[config.mk]
export PLATFORM = sky130hd
export DESIGN_NAME = irq_ctrl
export DESIGN_NICKNAME = d
export VERILOG_FILES = /design/src/rtl/irq_pkg.sv /design/src/rtl/irq_bus_decode.sv /design/src/rtl/irq_flag_bank.sv /design/src/rtl/irq_enable_reg.sv /design/src/rtl/irq_combine.sv /design/src/rtl/irq_ctrl.sv
export SDC_FILE = /design/constraint.sdc
export NUM_CORES = 1
export LEC_CHECK = 0
export ABC_AREA = 1
export BUFFER_PORTS_ARGS = -buffer_cell sky130_fd_sc_hd__buf_2
export CORE_AREA = 2 2 39 41
export DETAILED_ROUTE_END_ITERATION = 10
export DIE_AREA = 0 0 41 43
export PLACE_DENSITY = 0.59
export SLEW_MARGIN = 20
export SYNTH_ARGS = -nofsm -noshare
export SYNTH_HDL_FRONTEND = slang
export SYNTH_SLANG_ARGS = --single-unit
[constraint.sdc]
create_clock -name clk_i -period 1.05 [get_ports clk_i]
set_clock_uncertainty 0.1 [all_clocks]
set_input_delay 0.315 -clock clk_i [delete_from_list [all_inputs] [get_ports clk_i]]
set_output_delay 0.315 -clock clk_i [all_outputs]
set_load 0.1 [all_outputs]
[src/rtl/irq_pkg.sv]
package irq_pkg;
  localparam int unsigned DATA_W  = 8;
  localparam int unsigned N_SRC   = 3;
  localparam int unsigned SUM_BIT = DATA_W - 1;

  typedef enum logic {
    SEL_CTRL = 1'b0,
    SEL_STAT = 1'b1
  } reg_sel_e;

  typedef struct packed {
    logic rd_stat;
    logic rd_ctrl;
    logic wr_ctrl;
    logic wr_stat;
  } bus_strb_t;
endpackage

[src/rtl/irq_bus_decode.sv]
module irq_bus_decode
  import irq_pkg::*;
(
  input  logic      sel_i,
  input  logic      rd_i,
  input  logic      wr_i,
  output bus_strb_t strb_o
);
  reg_sel_e sel;
  assign sel = reg_sel_e'(sel_i);

  always_comb begin
    strb_o.rd_stat = rd_i && (sel == SEL_STAT);
    strb_o.rd_ctrl = rd_i && (sel == SEL_CTRL);
    strb_o.wr_ctrl = wr_i && (sel == SEL_CTRL);
    strb_o.wr_stat = wr_i && (sel == SEL_STAT);
  end
endmodule

[src/rtl/irq_flag_bank.sv]
module irq_flag_bank #(
  parameter int unsigned N_SRC = 3
) (
  input  logic             clk_i,
  input  logic             rst_ni,
  input  logic [N_SRC-1:0] evt_i,
  input  logic             clr_i,
  output logic [N_SRC-1:0] flag_o
);
  for (genvar i = 0; i < N_SRC; i++) begin : g_flag
    logic flag_q;
    // event wins over clear so a coincident pulse is kept
    always_ff @(posedge clk_i or negedge rst_ni) begin
      if (!rst_ni)       flag_q <= 1'b0;
      else if (evt_i[i]) flag_q <= 1'b1;
      else if (clr_i)    flag_q <= 1'b0;
    end
    assign flag_o[i] = flag_q;

    p_evt_sets_flag_r2: assert property (@(posedge clk_i) disable iff (!rst_ni)
      evt_i[i] |=> flag_o[i]);
    p_evt_beats_clear_r6: assert property (@(posedge clk_i) disable iff (!rst_ni)
      (evt_i[i] && clr_i) |=> flag_o[i]);
    p_clear_drops_flag_r5: assert property (@(posedge clk_i) disable iff (!rst_ni)
      (clr_i && !evt_i[i]) |=> !flag_o[i]);
  end
endmodule

[src/rtl/irq_enable_reg.sv]
module irq_enable_reg #(
  parameter int unsigned N_SRC  = 3,
  parameter int unsigned DATA_W = 8
) (
  input  logic              clk_i,
  input  logic              rst_ni,
  input  logic              wr_i,
  input  logic [DATA_W-1:0] wdata_i,
  output logic [N_SRC-1:0]  en_o
);
  localparam int unsigned SRC_MSB = DATA_W - 2;

  logic [N_SRC-1:0] en_q;
  logic [N_SRC-1:0] en_d;

  for (genvar i = 0; i < N_SRC; i++) begin : g_pick
    assign en_d[i] = wdata_i[SRC_MSB-i];
  end

  always_ff @(posedge clk_i or negedge rst_ni) begin
    if (!rst_ni)   en_q <= '0;
    else if (wr_i) en_q <= en_d;
  end
  assign en_o = en_q;

  p_en_load_r7: assert property (@(posedge clk_i) disable iff (!rst_ni)
    wr_i |=> (en_o == $past(en_d)));
  p_en_hold_r8: assert property (@(posedge clk_i) disable iff (!rst_ni)
    !wr_i |=> $stable(en_o));
endmodule

[src/rtl/irq_combine.sv]
module irq_combine #(
  parameter int unsigned N_SRC  = 3,
  parameter int unsigned DATA_W = 8
) (
  input  logic [N_SRC-1:0]  flag_i,
  input  logic [N_SRC-1:0]  en_i,
  input  logic              rd_stat_i,
  input  logic              rd_ctrl_i,
  output logic              req_o,
  output logic [DATA_W-1:0] rdata_o
);
  localparam int unsigned SUM_BIT = DATA_W - 1;
  localparam int unsigned SRC_MSB = DATA_W - 2;

  logic [DATA_W-1:0] stat_word;
  logic [DATA_W-1:0] ctrl_word;

  assign req_o = |(flag_i & en_i);

  always_comb begin
    stat_word = '0;
    ctrl_word = '0;
    stat_word[SUM_BIT] = req_o;
    for (int i = 0; i < int'(N_SRC); i++) begin
      stat_word[SRC_MSB-i] = flag_i[i];
      ctrl_word[SRC_MSB-i] = en_i[i];
    end
  end

  always_comb begin
    if (rd_stat_i)      rdata_o = stat_word;
    else if (rd_ctrl_i) rdata_o = ctrl_word;
    else                rdata_o = '0;
  end

  always_comb begin
    a_idle_zero_r10: assert (rd_stat_i || rd_ctrl_i || rdata_o == '0);
  end
endmodule

[src/rtl/irq_ctrl.sv]
module irq_ctrl
  import irq_pkg::*;
#(
  parameter int unsigned NSRC  = N_SRC,
  parameter int unsigned DW    = DATA_W
) (
  input  logic            clk_i,
  input  logic            rst_ni,
  input  logic [NSRC-1:0] evt_i,
  input  logic            reg_sel_i,
  input  logic            reg_rd_i,
  input  logic            reg_wr_i,
  input  logic [DW-1:0]   reg_wdata_i,
  output logic [DW-1:0]   reg_rdata_o,
  output logic            irq_pull_o
);
  bus_strb_t        strb;
  logic [NSRC-1:0]  flags;
  logic [NSRC-1:0]  enables;

  irq_bus_decode u_dec (
    .sel_i  (reg_sel_i),
    .rd_i   (reg_rd_i),
    .wr_i   (reg_wr_i),
    .strb_o (strb)
  );

  irq_flag_bank #(.N_SRC(NSRC)) u_flags (
    .clk_i  (clk_i),
    .rst_ni (rst_ni),
    .evt_i  (evt_i),
    .clr_i  (strb.rd_stat),
    .flag_o (flags)
  );

  irq_enable_reg #(.N_SRC(NSRC), .DATA_W(DW)) u_en (
    .clk_i   (clk_i),
    .rst_ni  (rst_ni),
    .wr_i    (strb.wr_ctrl),
    .wdata_i (reg_wdata_i),
    .en_o    (enables)
  );

  irq_combine #(.N_SRC(NSRC), .DATA_W(DW)) u_comb (
    .flag_i    (flags),
    .en_i      (enables),
    .rd_stat_i (strb.rd_stat),
    .rd_ctrl_i (strb.rd_ctrl),
    .req_o     (irq_pull_o),
    .rdata_o   (reg_rdata_o)
  );

  p_rise_has_cause_r3: assert property (@(posedge clk_i) disable iff (!rst_ni)
    $rose(irq_pull_o) |-> ($past(evt_i) != '0 || $past(strb.wr_ctrl)));
  p_read_releases_r5: assert property (@(posedge clk_i) disable iff (!rst_ni)
    (strb.rd_stat && evt_i == '0) |=> !irq_pull_o);
  p_stat_wr_inert_r8: assert property (@(posedge clk_i) disable iff (!rst_ni)
    (strb.wr_stat && evt_i == '0) |=> $stable(flags));
  p_ctrl_rd_keeps_r9: assert property (@(posedge clk_i) disable iff (!rst_ni)
    (strb.rd_ctrl && !reg_wr_i) |=> ((flags & $past(flags)) == $past(flags)));
  p_summary_bit_r4: assert property (@(posedge clk_i) disable iff (!rst_ni)
    strb.rd_stat |-> (reg_rdata_o[DW-1] == irq_pull_o));
endmodule

# Yosys cells after proc, flatten, opt, wreduce, memory -nomap -nowiden
# Index checks and enable logic that the tools add are counted.
# totals
regBits	6
latch_bits	0
mem_bits_rw	0
mem_bits_ro	0
out_inout_bits	9
elab_cells	19
n_memories	0
# classes
addsub	0
mul	0
div_mod_pow	0
magnitude_cmp	0
eq_ne	0
shifts	0
n_mux	6
bitwise	2
n_reduce_logical	7
# ops
operator	n
8-bit 2-to-1 mux	1
7-bit 2-to-1 mux	1
2-bit nonzero test	3
1-bit 2-to-1 mux	4
3-bit bitwise AND	1
1-bit logical AND	3
3-bit OR reduction	1
1-bit inverter	1

# Logic depth before layout (Yosys ltp)
# logic_depth
ltp_word	4
mapped_depth	4
mapped_depth_nobuf	4

# Modules after synthesis
# A second synthesis with hierarchy kept.
# hier_totals
cells_unflattened	58
area_unflattened_um2	381.6
# by_module_without_submodules
module	instances	cells_each	area_per_inst_um2	seq_area_each_um2
irq_flag_bank	1	16	135.1	75.1
irq_enable_reg	1	13	112.6	75.1
irq_combine	1	21	103.8	0.0
irq_bus_decode	1	8	30.0	0.0

# Least setup slack after synthesis
# No wires, ideal clock.
# synth_path
path_type	reg2out
start	register u_en.en_q[0], in the netlist u_en.en_o[0]
end	output reg_rdata_o[7]
arrival_time_ns	1.881
required_ns	0.635
slack_ns	-1.246
path_stages_with_launch	5
path_buffers	0
cell_sequence	dfrtp_1 -> nand2_1 -> nand3_1 -> nand2_1 -> inv_1
# synth_via
elab_chain_len	3
# synth_lines
item	line_no	text
start, declared	irq_enable_reg.sv:13	logic [N_SRC-1:0] en_q;
start signal, assigned	irq_enable_reg.sv:22	else if (wr_i) en_q <= en_d;
3-bit bitwise AND	irq_combine.sv:18	assign req_o = |(flag_i & en_i);
3-bit OR reduction	irq_combine.sv:18	
via irq_pull_o	irq_ctrl.sv:15	output logic irq_pull_o
8-bit 2-to-1 mux	irq_combine.sv:31	if (rd_stat_i) rdata_o = stat_word;
end, declared	irq_ctrl.sv:14	output logic [DW-1:0] reg_rdata_o,
# The timed path passes the listed nets, and every way through them passes these cells.

# Worst setup path after layout
# layout_path
start	register u_en.en_q[0], in the netlist u_en.en_o[0]
end	output reg_rdata_o[7]
# layout_via
elab_chain_len	3
# layout_lines
item	line_no
3-bit bitwise AND	irq_combine.sv:18
3-bit OR reduction	irq_combine.sv:18
8-bit 2-to-1 mux	irq_combine.sv:31
# No other way between the ends.

==> impl_metrics.py <==
metrics = {
    "logic_synthesis": {
        "yosysWarnings": 0,
        "synth_area_sq_um": 327,
        "yosys_register_bits": 6,
        "syn_inst": 42,
        "synth_cell_types": 10,
        "postSynthAreaPerCell_sq_um": 7.78,
        "ys_seq_area_frac": 0.460,
    },
    "grt": {
        "grt_usage": 0.122,
        "grt_busiest_layer": "met2",
        "grt_max_degree": 7,
        "gr-usage-met1": 0.137,
        "grt_util_met3": 0.0314,
        "antenna_found_initial": 0,
        "gr-total-overflow": 0,
        "met2_usage": 0.191,
        "grt_pass1_vias": 369,
        "grt_pass1_wl_um": 1420,
    },
    "finish": {
        "fin_nets": 88,
        "diodes": 0,
        "fill_cells": 133,
        "layout-drive-gt1-share": 0.643,
        "final_util": 0.499,
        "layout_commonest_cell": "buf_2",
        "fin_area_sq_um": 691,
        "mostFrequentLayoutCells": "10 x buf_2, 9 x buf_4, 7 x nand2_1",
        "final_cells": 86,
        "syn_to_final_growth_pct": 111,
    },
    "floorplanning": {
        "die_h_um": 43,
        "coreArea_sq_um": 1380,
        "num_io_pins": 25,
        "dieWidth_um": 41,
        "dieArea_sq_um": 1760,
        "start_util": 0.236,
        "rows": 14,
    },
    "routing": {
        "drt_iter0_markers": 5,
        "drc": 0,
        "via_per_inst": 4.15,
        "wl_per_cell_um": 9.40,
        "wl_um": 808,
        "final_antenna_net_count": 0,
        "drtPass1Iterations": 2,
        "via_count": 357,
    },
    "critical_path": {
        "required_ns": 0.63,
        "end_kind": "output port",
        "start_kind": "flip-flop",
        "path_class": "flip-flop to output port",
        "cp.arrival_ns": 1.15,
        "critical_path.slowest_cell": "dfrtp_1",
        "critPathMaxStageDelay_ns": 0.40,
        "crit_start": "u_en.en_o[0]",
        "reg2reg_from": "u_en.en_o[1]",
        "path_cells": "nand2_2 > nand3_4 > nand2_4 > clkinvlp_4 > buf_12",
        "critPathMaxFanout": 3,
    },
    "worst_hold_path": {
        "min_path_type": "input pin to flip-flop",
        "min_from": "evt_i[1]",
    },
    "timing": {
        "finalCritPeriodShare": 1.49,
        "drv_slew": 0,
        "holdWs_ns": 0.165,
        "rsz0062_at_grt": "true",
        "tns_ns": -2.25,
        "final_hold_viol_count": 0,
        "setup_violations": 5,
        "min_period_ns": 1.57,
        "worst_slack_ns": -0.519,
        "fmax_mhz": 637,
    },
    "status": {
        "run_status": "finished, violations left",
        "violations": "negative setup slack",
    },
    "job": {
        "maxCapViolCount": 0,
    },
    "clock_tree": {
        "cts_tree": "done",
        "cts_buffer_depth": 2,
        "numCtsBuffers": 3,
        "cts_max_level": 1,
        "clkTransAtPathRegs_ns": 0.05,
        "clkLatencyLatePin_ns": 0.23,
        "cts.root.buffer_cell": "clkbuf_4",
        "cts_sinks": 6,
    },
    "place": {
        "hpwlAfterDp_um": 688,
        "dpl_cell_area_sq_um": 612,
        "port_buffers": 15,
        "place_inst": 80,
        "gp_congestion": 0.721,
        "dp_slack_ns": -0.337,
    },
    "pwr": {
        "power_density_nw_per_um2": 1470,
        "ir_drop_uv": 604,
        "leakage_nw": 0.351,
        "finalPower_mw": 1.01,
    },
}
## cell type report
class / count / area (sq um) / area share
multi-input combinational: 29 / 233 / 0.337
sequential: 6 / 150 / 0.217
inverter: 6 / 26.3 / 0.0380
timing repair buffer: 26 / 239 / 0.346
tap: 16 / 20.0 / 0.0290
clock buffer: 3 / 22.5 / 0.0326
## flip-flops by register name (all words and copies together) (netlist names)
register	cells
u_en.en_o	3
u_flags.g_flag.flag_q	3
## power by group
part           total (mW)  switching (mW)  internal [mW]
combinational       0.526           0.334          0.192
clock               0.215          0.0853          0.129
sequential          0.272          0.0185          0.254
## worst paths after layout
check                                                 to  slack (ns)  depth (start not counted)
worst max-delay path                      reg_rdata_o[7]       -0.52                          5
worst min-delay path            u_flags.g_flag[1].flag_q        0.16                          2
worst max register to register              u_en.en_o[1]        0.10                          4
worst min register to register              u_en.en_o[2]        0.51                          3
max in group asynchronous                   u_en.en_o[1]        0.37                          2
min in group asynchronous       u_flags.g_flag[1].flag_q        0.32                          2
## cells in the mapped netlist (all sizes together)
cell type  number  area (sq um)
o21bai          3          22.5
nand3           7          35.0
dfrtp           6           150
nand2          12          47.6
conb            1          3.75
o21ai           3          15.0
buf             4          30.0
inv             6          22.5
## cells by family (layout without fill, tap and decap cells)
group,count (synthesis),after routing,share of synthesized area
simple gates,19,19,0.253
flops,6,6,0.460
compound gates,6,6,0.115
other cells,1,4,0.0115
buf+inv,10,35,0.161
## per-layer routing
| metal | vias up | part of all wire |
|---|---|---|
| met5 | - | 0 |
| met4 | 0 | 0.021 |
| met3 | 2 | 0.041 |
| met2 | 7 | 0.55 |
| met1 | 166 | 0.39 |
| li1 | 182 | - |
## repair_timing
action,4_1_cts,5_1_grt
buffers inserted,2,0
hold buffers,1,0
pin swaps,0,3
gates resized for setup,6,3
hold endpoints to repair,6,0
cloned,0,0
setup endpoints to repair,5,5
## worst max-delay path: cells and delay by family (launching register included)
kind | cells | cell delay (ns)
DFF | 1 | 0.40
and+or+nand+nor | 3 | 0.26
buffers and inverters | 2 | 0.25
No activity file was read; power rests on OpenSTA's default activity.
